<file path="src/rtl/mon_seq_pkg.sv">
package mon_seq_pkg;

   localparam logic [1:0] MODE_SAFE   = 2'b00;
   localparam logic [1:0] MODE_ONCE   = 2'b01;
   localparam logic [1:0] MODE_LOOP   = 2'b10;
   localparam logic [1:0] MODE_SINGLE = 2'b11;

   // channels that may be converted: 0..5, 8, 16..31
   localparam logic [31:0] CHAN_OK  = 32'hFFFF_013F;
   // on-chip sensor loop used by safe mode and the empty-set fallback
   localparam logic [31:0] SAFE_SET = 32'h0000_0007;

   typedef enum logic [1:0] {
      ST_IDLE = 2'd0,
      ST_ACQ  = 2'd1,
      ST_CONV = 2'd2,
      ST_HALT = 2'd3
   } mon_state_e;

   function automatic logic [3:0] avg_shift(input logic [1:0] code);
      case (code)
         2'b01:   return 4'd4;
         2'b10:   return 4'd6;
         2'b11:   return 4'd8;
         default: return 4'd0;
      endcase
   endfunction

endpackage

</file>
<file path="src/rtl/mon_clk_div.sv">
module mon_clk_div #(
   parameter int DW = 8
) (
   input  logic          clk,
   input  logic          rst_n,
   input  logic          clr,
   input  logic [DW-1:0] ratio,
   output logic          tick
);
   localparam logic [DW-1:0] MIN_DIV = DW'(2);

   generate
      if (DW < 2) begin : g_bad_dw
         $error("mon_clk_div: DW must be at least 2");
      end
   endgenerate

   logic [DW-1:0] lim;
   logic [DW-1:0] cnt;

   assign lim  = (ratio < MIN_DIV) ? MIN_DIV : ratio;
   assign tick = (cnt == lim - DW'(1));

   always_ff @(posedge clk) begin
      if (!rst_n || clr || tick) cnt <= '0;
      else                       cnt <= cnt + DW'(1);
   end

   // the divide ratio is never below two, so ticks never touch
   p_tick_gap_r7: assert property (@(posedge clk) disable iff (!rst_n)
      (tick && !clr) |=> !tick);

   p_cnt_bound_r7: assert property (@(posedge clk) disable iff (!rst_n)
      $stable(ratio) |-> (cnt <= lim));

endmodule

</file>
<file path="src/rtl/mon_chan_pick.sv">
module mon_chan_pick
   import mon_seq_pkg::*;
#(
   parameter int NCH = 32,
   parameter int CW  = 5
) (
   input  logic [1:0]     mode,
   input  logic [NCH-1:0] chan_en,
   input  logic [CW-1:0]  cur,
   output logic [CW-1:0]  first_ch,
   output logic [CW-1:0]  next_ch,
   output logic           last
);
   generate
      if (NCH != (1 << CW) || NCH > 32) begin : g_bad_nch
         $error("mon_chan_pick: NCH must equal 2**CW and be at most 32");
      end
   endgenerate

   logic [NCH-1:0] eff;
   logic [NCH-1:0] seq_set;

   for (genvar i = 0; i < NCH; i++) begin : g_eff
      assign eff[i] = chan_en[i] & CHAN_OK[i];
   end

   assign seq_set = (mode == MODE_SAFE || eff == '0) ? NCH'(SAFE_SET) : eff;

   always_comb begin
      first_ch = '0;
      for (int i = NCH - 1; i >= 0; i--) begin
         if (seq_set[i]) first_ch = CW'(i);
      end
   end

   always_comb begin
      logic found;
      found   = 1'b0;
      next_ch = first_ch;
      for (int i = NCH - 1; i >= 0; i--) begin
         if (seq_set[i] && (i > int'(cur))) begin
            next_ch = CW'(i);
            found   = 1'b1;
         end
      end
      last = !found;
   end

endmodule

</file>
<file path="src/rtl/mon_avg_acc.sv">
module mon_avg_acc
   import mon_seq_pkg::*;
#(
   parameter int RW     = 16,
   parameter int MAXLOG = 8
) (
   input  logic          clk,
   input  logic          rst_n,
   input  logic          sample_en,
   input  logic [RW-1:0] sample,
   input  logic [1:0]    avg_code,
   output logic          last_sample,
   output logic [RW-1:0] avg_out
);
   localparam int AW = RW + MAXLOG;

   generate
      if (MAXLOG != 8) begin : g_bad_log
         $error("mon_avg_acc: averaging codes need MAXLOG of 8");
      end
      if (RW < 10) begin : g_bad_rw
         $error("mon_avg_acc: result width below 10 bits");
      end
   endgenerate

   logic [AW-1:0]     acc;
   logic [AW-1:0]     sum_w;
   logic [MAXLOG-1:0] cnt;
   logic [MAXLOG-1:0] lim;
   logic [3:0]        sh;

   assign sh          = avg_shift(avg_code);
   assign lim         = MAXLOG'((32'd1 << sh) - 32'd1);
   assign last_sample = (cnt == lim);
   assign sum_w       = acc + AW'(sample);
   assign avg_out     = RW'(sum_w >> sh);

   always_ff @(posedge clk) begin
      if (!rst_n) begin
         acc <= '0;
         cnt <= '0;
      end else if (sample_en) begin
         if (last_sample) begin
            acc <= '0;
            cnt <= '0;
         end else begin
            acc <= sum_w;
            cnt <= cnt + MAXLOG'(1);
         end
      end
   end

   p_cnt_bound_r6: assert property (@(posedge clk) disable iff (!rst_n)
      $stable(avg_code) |-> (cnt <= lim));

   p_acc_clear_r6: assert property (@(posedge clk) disable iff (!rst_n)
      (sample_en && last_sample) |=> (acc == '0));

endmodule

</file>
<file path="src/rtl/mon_seq_avg.sv">
module mon_seq_avg
   import mon_seq_pkg::*;
#(
   parameter int NCH       = 32,
   parameter int CW        = 5,
   parameter int RW        = 16,
   parameter int DW        = 8,
   parameter int MAXLOG    = 8,
   parameter int ACQ_BASE  = 4,
   parameter int ACQ_EXTRA = 6
) (
   input  logic           clk,
   input  logic           rst_n,
   input  logic [1:0]     cfg_mode,
   input  logic [NCH-1:0] cfg_chan_en,
   input  logic [CW-1:0]  cfg_single_chan,
   input  logic [1:0]     cfg_avg,
   input  logic [DW-1:0]  cfg_clk_div,
   input  logic           cfg_acq_ext,
   output logic           adc_start,
   output logic [CW-1:0]  adc_chan,
   input  logic           adc_done,
   input  logic [RW-1:0]  adc_result,
   output logic           res_valid,
   output logic [CW-1:0]  res_chan,
   output logic [RW-1:0]  res_data,
   output logic           res_eos,
   output logic           busy
);
   localparam int AQW = $clog2(ACQ_BASE + ACQ_EXTRA + 1);

   generate
      if (ACQ_BASE < 1) begin : g_bad_acq
         $error("mon_seq_avg: acquisition needs at least one tick");
      end
   endgenerate

   mon_state_e    state;
   logic [CW-1:0] cur_ch;
   logic [AQW-1:0] acq_cnt;
   logic [AQW-1:0] acq_len;
   logic          tick;
   logic          div_clr;
   logic          single_ok;
   logic          is_single;
   logic [CW-1:0] first_ch;
   logic [CW-1:0] next_ch;
   logic          seq_last;
   logic          sample_en;
   logic          last_sample;
   logic [RW-1:0] avg_out;

   assign is_single = (cfg_mode == MODE_SINGLE);
   assign single_ok = CHAN_OK[cfg_single_chan];
   assign acq_len   = AQW'(ACQ_BASE) + ((is_single && cfg_acq_ext) ? AQW'(ACQ_EXTRA) : '0);
   assign sample_en = (state == ST_CONV) && adc_done;
   assign div_clr   = (state == ST_IDLE) || sample_en;

   mon_clk_div #(.DW(DW)) u_div (
      .clk   (clk),
      .rst_n (rst_n),
      .clr   (div_clr),
      .ratio (cfg_clk_div),
      .tick  (tick)
   );

   mon_chan_pick #(.NCH(NCH), .CW(CW)) u_pick (
      .mode     (cfg_mode),
      .chan_en  (cfg_chan_en),
      .cur      (cur_ch),
      .first_ch (first_ch),
      .next_ch  (next_ch),
      .last     (seq_last)
   );

   mon_avg_acc #(.RW(RW), .MAXLOG(MAXLOG)) u_avg (
      .clk         (clk),
      .rst_n       (rst_n),
      .sample_en   (sample_en),
      .sample      (adc_result),
      .avg_code    (cfg_avg),
      .last_sample (last_sample),
      .avg_out     (avg_out)
   );

   always_ff @(posedge clk) begin
      if (!rst_n) begin
         state     <= ST_IDLE;
         cur_ch    <= '0;
         acq_cnt   <= '0;
         adc_start <= 1'b0;
         adc_chan  <= '0;
         busy      <= 1'b0;
         res_valid <= 1'b0;
         res_eos   <= 1'b0;
         res_chan  <= '0;
         res_data  <= '0;
      end else begin
         adc_start <= 1'b0;
         res_valid <= 1'b0;
         res_eos   <= 1'b0;
         case (state)
            ST_IDLE: begin
               acq_cnt <= '0;
               if (is_single) begin
                  if (single_ok) begin
                     cur_ch <= cfg_single_chan;
                     state  <= ST_ACQ;
                  end
               end else begin
                  cur_ch <= first_ch;
                  state  <= ST_ACQ;
               end
            end
            ST_ACQ: begin
               if (tick) begin
                  if (acq_cnt == acq_len - AQW'(1)) begin
                     acq_cnt   <= '0;
                     adc_start <= 1'b1;
                     adc_chan  <= cur_ch;
                     busy      <= 1'b1;
                     state     <= ST_CONV;
                  end else begin
                     acq_cnt <= acq_cnt + AQW'(1);
                  end
               end
            end
            ST_CONV: begin
               if (adc_done) begin
                  busy  <= 1'b0;
                  state <= ST_ACQ;
                  if (last_sample) begin
                     res_valid <= 1'b1;
                     res_chan  <= cur_ch;
                     res_data  <= avg_out;
                     res_eos   <= !is_single && seq_last;
                     if (is_single) begin
                        cur_ch <= cfg_single_chan;
                        if (!single_ok) state <= ST_IDLE;
                     end else if (seq_last && cfg_mode == MODE_ONCE) begin
                        state <= ST_HALT;
                     end else begin
                        cur_ch <= next_ch;
                     end
                  end
               end
            end
            default: begin
               if (cfg_mode != MODE_ONCE) state <= ST_IDLE;
            end
         endcase
      end
   end

   p_start_busy_r9: assert property (@(posedge clk) disable iff (!rst_n)
      adc_start |-> busy);

   p_busy_drop_r9: assert property (@(posedge clk) disable iff (!rst_n)
      (busy && adc_done) |=> !busy);

   p_eos_with_eoc_r10: assert property (@(posedge clk) disable iff (!rst_n)
      res_eos |-> res_valid);

   p_start_chan_ok_r4: assert property (@(posedge clk) disable iff (!rst_n)
      adc_start |-> CHAN_OK[adc_chan]);

   p_single_no_eos_r5: assert property (@(posedge clk) disable iff (!rst_n)
      (res_valid && cfg_mode == MODE_SINGLE) |-> !res_eos);

   p_safe_range_r1: assert property (@(posedge clk) disable iff (!rst_n)
      (res_valid && cfg_mode == MODE_SAFE) |-> (res_chan <= CW'(2)));

   p_halt_quiet_r3: assert property (@(posedge clk) disable iff (!rst_n)
      (state == ST_HALT) |-> (!adc_start && !busy));

endmodule

</file>
<file path="config.mk">
export PLATFORM = sky130hd
export DESIGN_NAME = mon_seq_avg
export DESIGN_NICKNAME = d
export VERILOG_FILES = /design/src/rtl/mon_seq_pkg.sv /design/src/rtl/mon_clk_div.sv /design/src/rtl/mon_chan_pick.sv /design/src/rtl/mon_avg_acc.sv /design/src/rtl/mon_seq_avg.sv
export SDC_FILE = /design/constraint.sdc
export NUM_CORES = 1
export LEC_CHECK = 0
export BUFFER_PORTS_ARGS = -buffer_cell sky130_fd_sc_hd__buf_4
export CAP_MARGIN = 20
export CORE_ASPECT_RATIO = 0.5
export CORE_MARGIN = 5
export CORE_UTILIZATION = 35
export DETAILED_ROUTE_END_ITERATION = 12
export PLACE_DENSITY = 0.59
export SLEW_MARGIN = 20
export SYNTH_ARGS = -nofsm -noshare
export SYNTH_HDL_FRONTEND = slang
export SYNTH_SLANG_ARGS = --single-unit
export TNS_END_PERCENT = 50
</file>
<file path="constraint.sdc">
create_clock -name clk -period 5.1 [get_ports clk]
set_clock_uncertainty 0.05 [all_clocks]
set_input_delay 0.255 -clock clk [delete_from_list [all_inputs] [get_ports clk]]
set_output_delay 0.255 -clock clk [all_outputs]
set_load 0.02 [all_outputs]
</file>
==> results of run 1 <==
==> critical path, delay by kind of cell (launching register included) <==
family / cells / cell delay, ns
multiplexers: 1 / 0.50
adder cells (fa/ha/maj): 1 / 0.40
AO/OA/AOI/OAI: 5 / 1.86
flip-flops: 1 / 0.31
AND/OR/NAND/NOR: 2 / 0.31
==> synth_stat cells (5+ instances only) <==
cell type,count
or3_1,7
a22o_1,15
nor3_1,22
nand4_1,9
mux2_2,5
nor2b_1,11
a2111oi_0,7
dfxtp_1,81
a21o_1,10
xor2_1,18
o21a_1,5
a211oi_1,14
inv_1,31
o31ai_1,5
ha_1,24
nor2_1,87
a21oi_1,60
and3_1,12
o311ai_0,7
a31oi_1,12
xnor2_1,22
nand3_1,35
o211a_1,5
nand2_1,89
a211o_1,9
mux4_2,6
clkbuf_1,37
o21ai_0,57
nor4_1,12
o211ai_1,13
mux2i_1,16
nand2b_1,15
and2_1,6
==> power breakdown <==
part	internal [mW]	total, mW	switching (mW)
Clock	0.381	0.652	0.270
Sequential	0.637	0.655	0.0183
Combinational	0.123	0.302	0.179
Total	1.14	1.61	0.468
==> metal layers <==
metal  part of all wire (%)  up-vias  routed length (µm)  GRT usage, %
li1                       -     3379                   -             -
met1                     48     3255                9780          24.8
met2                     46      171                9320          30.1
met3                    4.8       12                 963          2.89
met4                   0.81        0                 163          3.77
met5                      0        -                   0             0
==> cell type report <==
type	instances	area, µm²	share of cell area (%)
Timing Repair Buffer	94	706	9.07
Tap cell	259	324	4.17
Clock inverter	6	66.3	0.853
Sequential cell	81	1620	20.8
Multi-Input combinational cell	710	4710	60.6
Inverter	31	116	1.50
Clock buffer	10	229	2.94
==> kinds of logic after synthesis <==
kind of cell | count (synthesis)
AND/OR/NAND/NOR | 334
AO/OA/AOI/OAI | 284
flip-flops | 81
buffers and inverters | 78
XOR/XNOR | 40
multiplexers | 27
adder cells (fa/ha/maj) | 25
==> worst min path at each step <==
stage | cells after the start | end | slack (ns) | from
after floorplan | 2 | cur_ch[3]$_SDFFE_PN0P_ | 0.36 | cfg_single_chan[3]
after global placement | 2 | u_avg.acc[13]$_SDFFE_PN0P_ | 0.40 | u_avg.acc[13]$_SDFFE_PN0P_
after detailed placement | 2 | res_data[6]$_SDFFE_PN0P_ | 0.40 | res_data[6]$_SDFFE_PN0P_
after CTS | 3 | cur_ch[3]$_SDFFE_PN0P_ | 0.15 | cfg_single_chan[3]
after global routing | 3 | cur_ch[4]$_SDFFE_PN0P_ | 0.17 | cfg_single_chan[4]
final | 3 | cur_ch[3]$_SDFFE_PN0P_ | 0.16 | cfg_single_chan[3]
==> registers in the layout (all words and copies together) (netlist names) <==
name       count
u_div.cnt      8
acq_cnt        4
busy           1
res_chan       5
adc_start      1
state          2
adc_chan       5
u_avg.cnt      8
u_avg.acc     24
cur_ch         5
res_data      16
res_eos        1
res_valid      1
==> stage by stage <==
step	power, mW	cell area [µm²]	instances
2_1_floorplan	0.855	6640	869
3_3_place_gp	0.963	7480	1175
3_5_place_dp	0.965	7480	1175
4_1_cts	1.62	7780	1191
5_1_grt	1.68	7780	1191
6_report	1.61	7780	1191
==> results.sh, run 1 <==
export IMPL_status="completed"
export IMPL_fillerInstances=1928
export IMPL_clk_latency_ns=0.33
export IMPL_synthSimpleGateAreaFrac_pct=25.0
export IMPL_arrival_ns=3.74
export IMPL_synth_top_family_by_area="compound AO/OA/AOI/OAI gates"
export IMPL_initial_core_util_pct=35.9
export IMPL_root_buffer="clkbuf_16"
export IMPL_port_buffers=89
export IMPL_reg2reg_slack_ns=1.59
export IMPL_final_nets=1021
export IMPL_hpwl_um=15400
export IMPL_rr_endpoint="res_data[9]$_SDFFE_PN0P_"
export IMPL_synth_xor_area_share_pct=5.28
export IMPL_synth_edf_count=0
export IMPL_first_pass_iters=5
export IMPL_path_common_cell="a21oi_2"
export IMPL_fin_hold_ws_ns=0.163
export IMPL_cts_tree="yes"
export IMPL_fp_row_count=35
export IMPL_finalSetupViolations=0
export IMPL_path_cells="ha_1 > a21oi_1 > nand2_1 > a2111o_1 > a21oi_2 > nor2_1 > a311o_1 > mux4_2 > a21oi_2"
export IMPL_synth_compound_area_share_pct=30.6
export IMPL_start_kind="flip-flop"
export IMPL_finalCritPeriodShare_pct=68.9
export IMPL_relSlewSlack_pct=39.3
export IMPL_critical_path_class="flip-flop to flip-flop"
export IMPL_chipHeight_um=107
export IMPL_async_flop_share_pct=0
export IMPL_finalWorstSetupSlack_ns=1.59
export IMPL_syn_inst=869
export IMPL_yosysSeqAreaShare_pct=24.4
export IMPL_grt_max_degree=29
export IMPL_place_congestion=0.891
export IMPL_yosysTopAreaCellShare_pct=24.4
export IMPL_overflow=0
export IMPL_crit_path_end="res_data[9]$_SDFFE_PN0P_"
export IMPL_rsz0062_at_grt="false"
export IMPL_cts_setup_buffers=0
export IMPL_synth_area_leader_cell="dfxtp_1"
export IMPL_slew_viol_final=0
export IMPL_min_period_ns=3.51
export IMPL_vias=6817
export IMPL_ir_worst_vdd_uv=143
export IMPL_syn_to_final_growth_pct=17.1
export IMPL_core_mm2=0.0185
export IMPL_die_w_um=205
export IMPL_muxShareOfSynthArea_pct=5.29
export IMPL_cp_end_kind="flip-flop"
export IMPL_synthDistinctLibCells=85
export IMPL_final_cell_mix="94 x buf_4, 89 x nand2_1, 87 x nor2_1"
export IMPL_cellPowerDensity_mw_per_mm2=207
export IMPL_htree_levels=3
export IMPL_min_delay_path_class="input port to flip-flop"
export IMPL_ioPinCount=99
export IMPL_reg2regPathDepth=9
export IMPL_fmax_mhz=285
export IMPL_final_common_cell="buf_4"
export IMPL_avgViaCountPerCell=5.72
export IMPL_critPathMaxStageDelay_ns=0.57
export IMPL_grt_pass1_vias=6536
export IMPL_synthesis_nets=963
export IMPL_grt_pass1_wl_um=33000
export IMPL_startpoint="u_avg.acc[13]$_SDFFE_PN0P_"
export IMPL_dp_slack_ns=1.38
export IMPL_worst_slew_pin_slew_ns=0.910
export IMPL_hold_violations=0
export IMPL_wire_per_inst_um=17.0
export IMPL_drtIter0Drc=503
export IMPL_cts_resized=0
export IMPL_final_core_util_pct=42.0
export IMPL_synth_area_leaders="dfxtp_1 24%, nand2_1 5.0%, nor2_1 4.9%"
export IMPL_yosysWarnings=0
export IMPL_routed_wl_um=20200
export IMPL_drive_above_1_share_pct=15.3
export IMPL_synth_ff_type="dfxtp_1"
export IMPL_cts_buffers_inserted=9
export IMPL_yosys_area_share_adder_pct=4.82
export IMPL_drc=0
export IMPL_maxCapViolations=0
export IMPL_worst_path_max_delay_cell="a21oi_2"
export IMPL_num_antenna_cells=0
export IMPL_die_area_mm2=0.0220
export IMPL_avgSynthCellArea_um2=7.64
export IMPL_crit_required_ns=5.32
export IMPL_clk_path_buf_depth=2
export IMPL_p_leak_nw=3.00
export IMPL_syn_cell_area_mm2=0.00664
export IMPL_hold_buffers=0
export IMPL_r2r_start="u_avg.acc[13]$_SDFFE_PN0P_"
export IMPL_crit_fanout=13
export IMPL_cts_clk_slew_worst_paths_ns=0.06
export IMPL_tns_ns=0
export IMPL_ant_nets=0
export IMPL_cts_sinks=81
export IMPL_antenna_found_initial=0
export IMPL_grt_usage_pct=18.1
export IMPL_ys_ff_latch=81
No activity file was read; power rests on OpenSTA's default activity.
==> inputs of run 2 (changes only) <==
- ABC_AREA: unset -> 1
- PLACE_DENSITY: 0.59 -> 0.62
- clock period: 5.1 -> 2.88 ns (I/O delays scaled with it)
==> results.sh, run 2 <==
export IMPL_core_mm2=0.0157
export IMPL_drc=0
export IMPL_final_core_util_pct=52.0
export IMPL_vias=6517
export IMPL_yosysTopAreaCellShare_pct=28.5
export IMPL_place_congestion=0.909
export IMPL_synth_area_leaders="dfxtp_1 29%, nand2_1 14%, o21ai_0 7.0%"
export IMPL_synth_most_common_cell="nand2_1"
export IMPL_routed_wl_um=18200
export IMPL_yosysSeqAreaShare_pct=28.5
export IMPL_relSlewSlack_pct=54.4
export IMPL_fmax_mhz=291
export IMPL_chipHeight_um=100
export IMPL_cts_clk_slew_worst_paths_ns=0.06
export IMPL_synth_ff_type="dfxtp_1"
export IMPL_htree_levels=3
export IMPL_critPathMaxStageDelay_ns=0.33
export IMPL_cts_tree="yes"
export IMPL_wire_per_inst_um=13.9
export IMPL_antenna_found_initial=0
export IMPL_grt_usage_pct=18.5
export IMPL_hpwl_um=13800
export IMPL_slew_viol_final=0
export IMPL_syn_inst=877
export IMPL_postPlaceCellArea_mm2=0.00736
export IMPL_ys_ff_latch=81
export IMPL_cp_end_kind="flip-flop"
export IMPL_synth_edf_count=0
export IMPL_clk_path_buf_depth=2
export IMPL_placed_cells=1273
export IMPL_avgSynthCellArea_um2=6.48
export IMPL_p_leak_nw=3.77
export IMPL_grt_max_degree=31
export IMPL_totalPowerFinal_mw=4.10
export IMPL_num_antenna_cells=0
export IMPL_finalWorstSetupSlack_ns=-0.559
export IMPL_wl_met3_um=789
export IMPL_grt_pass1_wl_um=29200
export IMPL_final_common_cell="buf_4"
export IMPL_largest_reg_flops=24
export IMPL_crit_fanout=3
export IMPL_finalCritPeriodShare_pct=119
export IMPL_drtIter0Drc=383
export IMPL_regMostFlops="u_avg.acc"
export IMPL_initial_core_util_pct=36.3
export IMPL_grt_pass1_vias=6120
export IMPL_clk_latency_ns=0.34
export IMPL_async_flop_share_pct=0
export IMPL_worst_path_max_delay_cell="dfxtp_2"
export IMPL_hold_violations=0
export IMPL_critical_path_class="flip-flop to flip-flop"
export IMPL_hold_buffers=0
export IMPL_synthDistinctLibCells=56
export IMPL_fin_area_mm2=0.00813
export IMPL_root_buffer="clkbuf_16"
export IMPL_start_kind="flip-flop"
export IMPL_top_regs="u_avg.acc: 24 flops, res_data: 16 flops"
export IMPL_drive_above_1_share_pct=30.4
export IMPL_ioPinCount=99
export IMPL_rsz0062_at_grt="true"
export IMPL_yosysWarnings=0
export IMPL_path_common_cell="nand2_2"
export IMPL_fillerInstances=1577
export IMPL_worst_slew_pin_slew_ns=0.684
export IMPL_first_pass_iters=5
export IMPL_ir_worst_vdd_uv=290
export IMPL_final_nets=1179
export IMPL_fin_hold_ws_ns=0.0671
export IMPL_maxCapViolations=0
export IMPL_finalSetupViolations=21
export IMPL_die_area_mm2=0.0190
export IMPL_synth_area_leader_cell="dfxtp_1"
export IMPL_avgViaCountPerCell=4.97
export IMPL_syn_cell_area_mm2=0.00568
export IMPL_fp_row_count=32
export IMPL_status="finished, violations left"
export IMPL_min_period_ns=3.44
export IMPL_synthesis_nets=971
export IMPL_min_delay_path_class="input port to flip-flop"
export IMPL_overflow=0
export IMPL_cts_buffers_inserted=9
export IMPL_die_w_um=190
export IMPL_cellPowerDensity_mw_per_mm2=504
export IMPL_crit_required_ns=3.06
export IMPL_syn_to_final_growth_pct=43.1
export IMPL_wl_met2_um=8560
export IMPL_critical_path_top_delay_family="simple AND/OR/NAND/NOR gates"
export IMPL_wl_met1_um=8440
export IMPL_routed_top_layer="met4"
export IMPL_synth_common_cells="215 x nand2_1, 95 x inv_1, 95 x nor2_1"
export IMPL_final_cell_mix="211 x buf_4, 208 x nand2_1, 93 x inv_1"
export IMPL_path_buf_inv=3
export IMPL_arrival_ns=3.62
export IMPL_port_buffers=89
export IMPL_violations="setup timing"
export IMPL_ant_nets=0
export IMPL_cts_sinks=81
export IMPL_fin_cells=1311
==> run 2: worst register-to-register path, cell delays in order (launching register included) <==
cell,delay [ns]
dfxtp_2,0.33
ha_4,0.29
a21oi_2,0.06
inv_2,0.06
a31oi_4,0.04
o21ai_2,0.17
nand3_2,0.09
nand2_2,0.08
nand3_2,0.07
nand2_2,0.08
nand3_2,0.06
nand2_2,0.08
nand3_2,0.06
nand2_2,0.08
inv_2,0.04
o21ai_2,0.11
and2_4,0.16
o21ai_2,0.05
or2_4,0.25
nor2_4,0.11
inv_2,0.06
nor4_4,0.27
xor2_2,0.23
nand2_1,0.10
nand2_2,0.09
o22ai_2,0.06
a22o_1,0.19
==> run 2: cells by family (layout without fill, tap and decap cells) <==
kind of cell / after synthesis / after routing / synth area share, %
compound gates: 211 / 211 / 21.8
xor+xnor: 31 / 31 / 4.78
fa+ha+maj: 25 / 25 / 5.64
buf+inv: 131 / 344 / 8.94
flops: 81 / 81 / 28.5
mux: 1 / 1 / 0.176
simple gates: 397 / 397 / 30.1
==> run 2: path summary, 6_finish.rpt <==
kind	cells after the start	start	endpoint	slack, ns
worst min-delay path	3	cfg_single_chan[3]	cur_ch[3]$_SDFFE_PN0P_	0.07
worst max-delay path	26	u_avg.acc[2]$_SDFFE_PN0P_	res_data[13]$_SDFFE_PN0P_	-0.56
worst max register to register	26	u_avg.acc[2]$_SDFFE_PN0P_	res_data[13]$_SDFFE_PN0P_	-0.56
worst min register to register	2	res_data[0]$_SDFFE_PN0P_	res_data[0]$_SDFFE_PN0P_	0.41
==> run 2: routing by layer <==
metal | up-vias | track usage [%]
li1 | 3357 | -
met1 | 2966 | 24.1
met2 | 164 | 31.4
met3 | 30 | 3.68
met4 | 0 | 5.74
met5 | - | 0
==> run 2: timing repair <==
action                     4_1_cts  5_1_grt
cloned                           0        0
setup endpoints to repair       22       40
pin swaps                       12       21
resized for setup               18       62
setup buffers                   11       12
==> run 2: area by class of cell <==
class	count	area (µm²)	share of cell area (%)
inverter	109	412	5.06
tap	221	277	3.40
timing repair buffer	219	1670	20.6
clock buffer	9	225	2.77
clock inverter	7	116	1.43
sequential	81	1630	20.0
multi-input combinational	665	3800	46.7
==> run 2: through the flow <==
stage / TNS [ns] / setup slack [ns]
after floorplan: -1.48 / -0.181
after global placement: -7.13 / -0.356
after detailed placement: -9.63 / -0.452
after CTS: -5.69 / -0.467
after global routing: -12.52 / -0.791
final: -6.99 / -0.559
==> run 2: power breakdown <==
| part | switching, mW | leakage (nW) | internal [mW] |
|---|---|---|---|
| clock | 0.480 | 0.166 | 0.847 |
| combinational | 0.869 | 2.95 | 0.625 |
| sequential | 0.0753 | 0.657 | 1.20 |
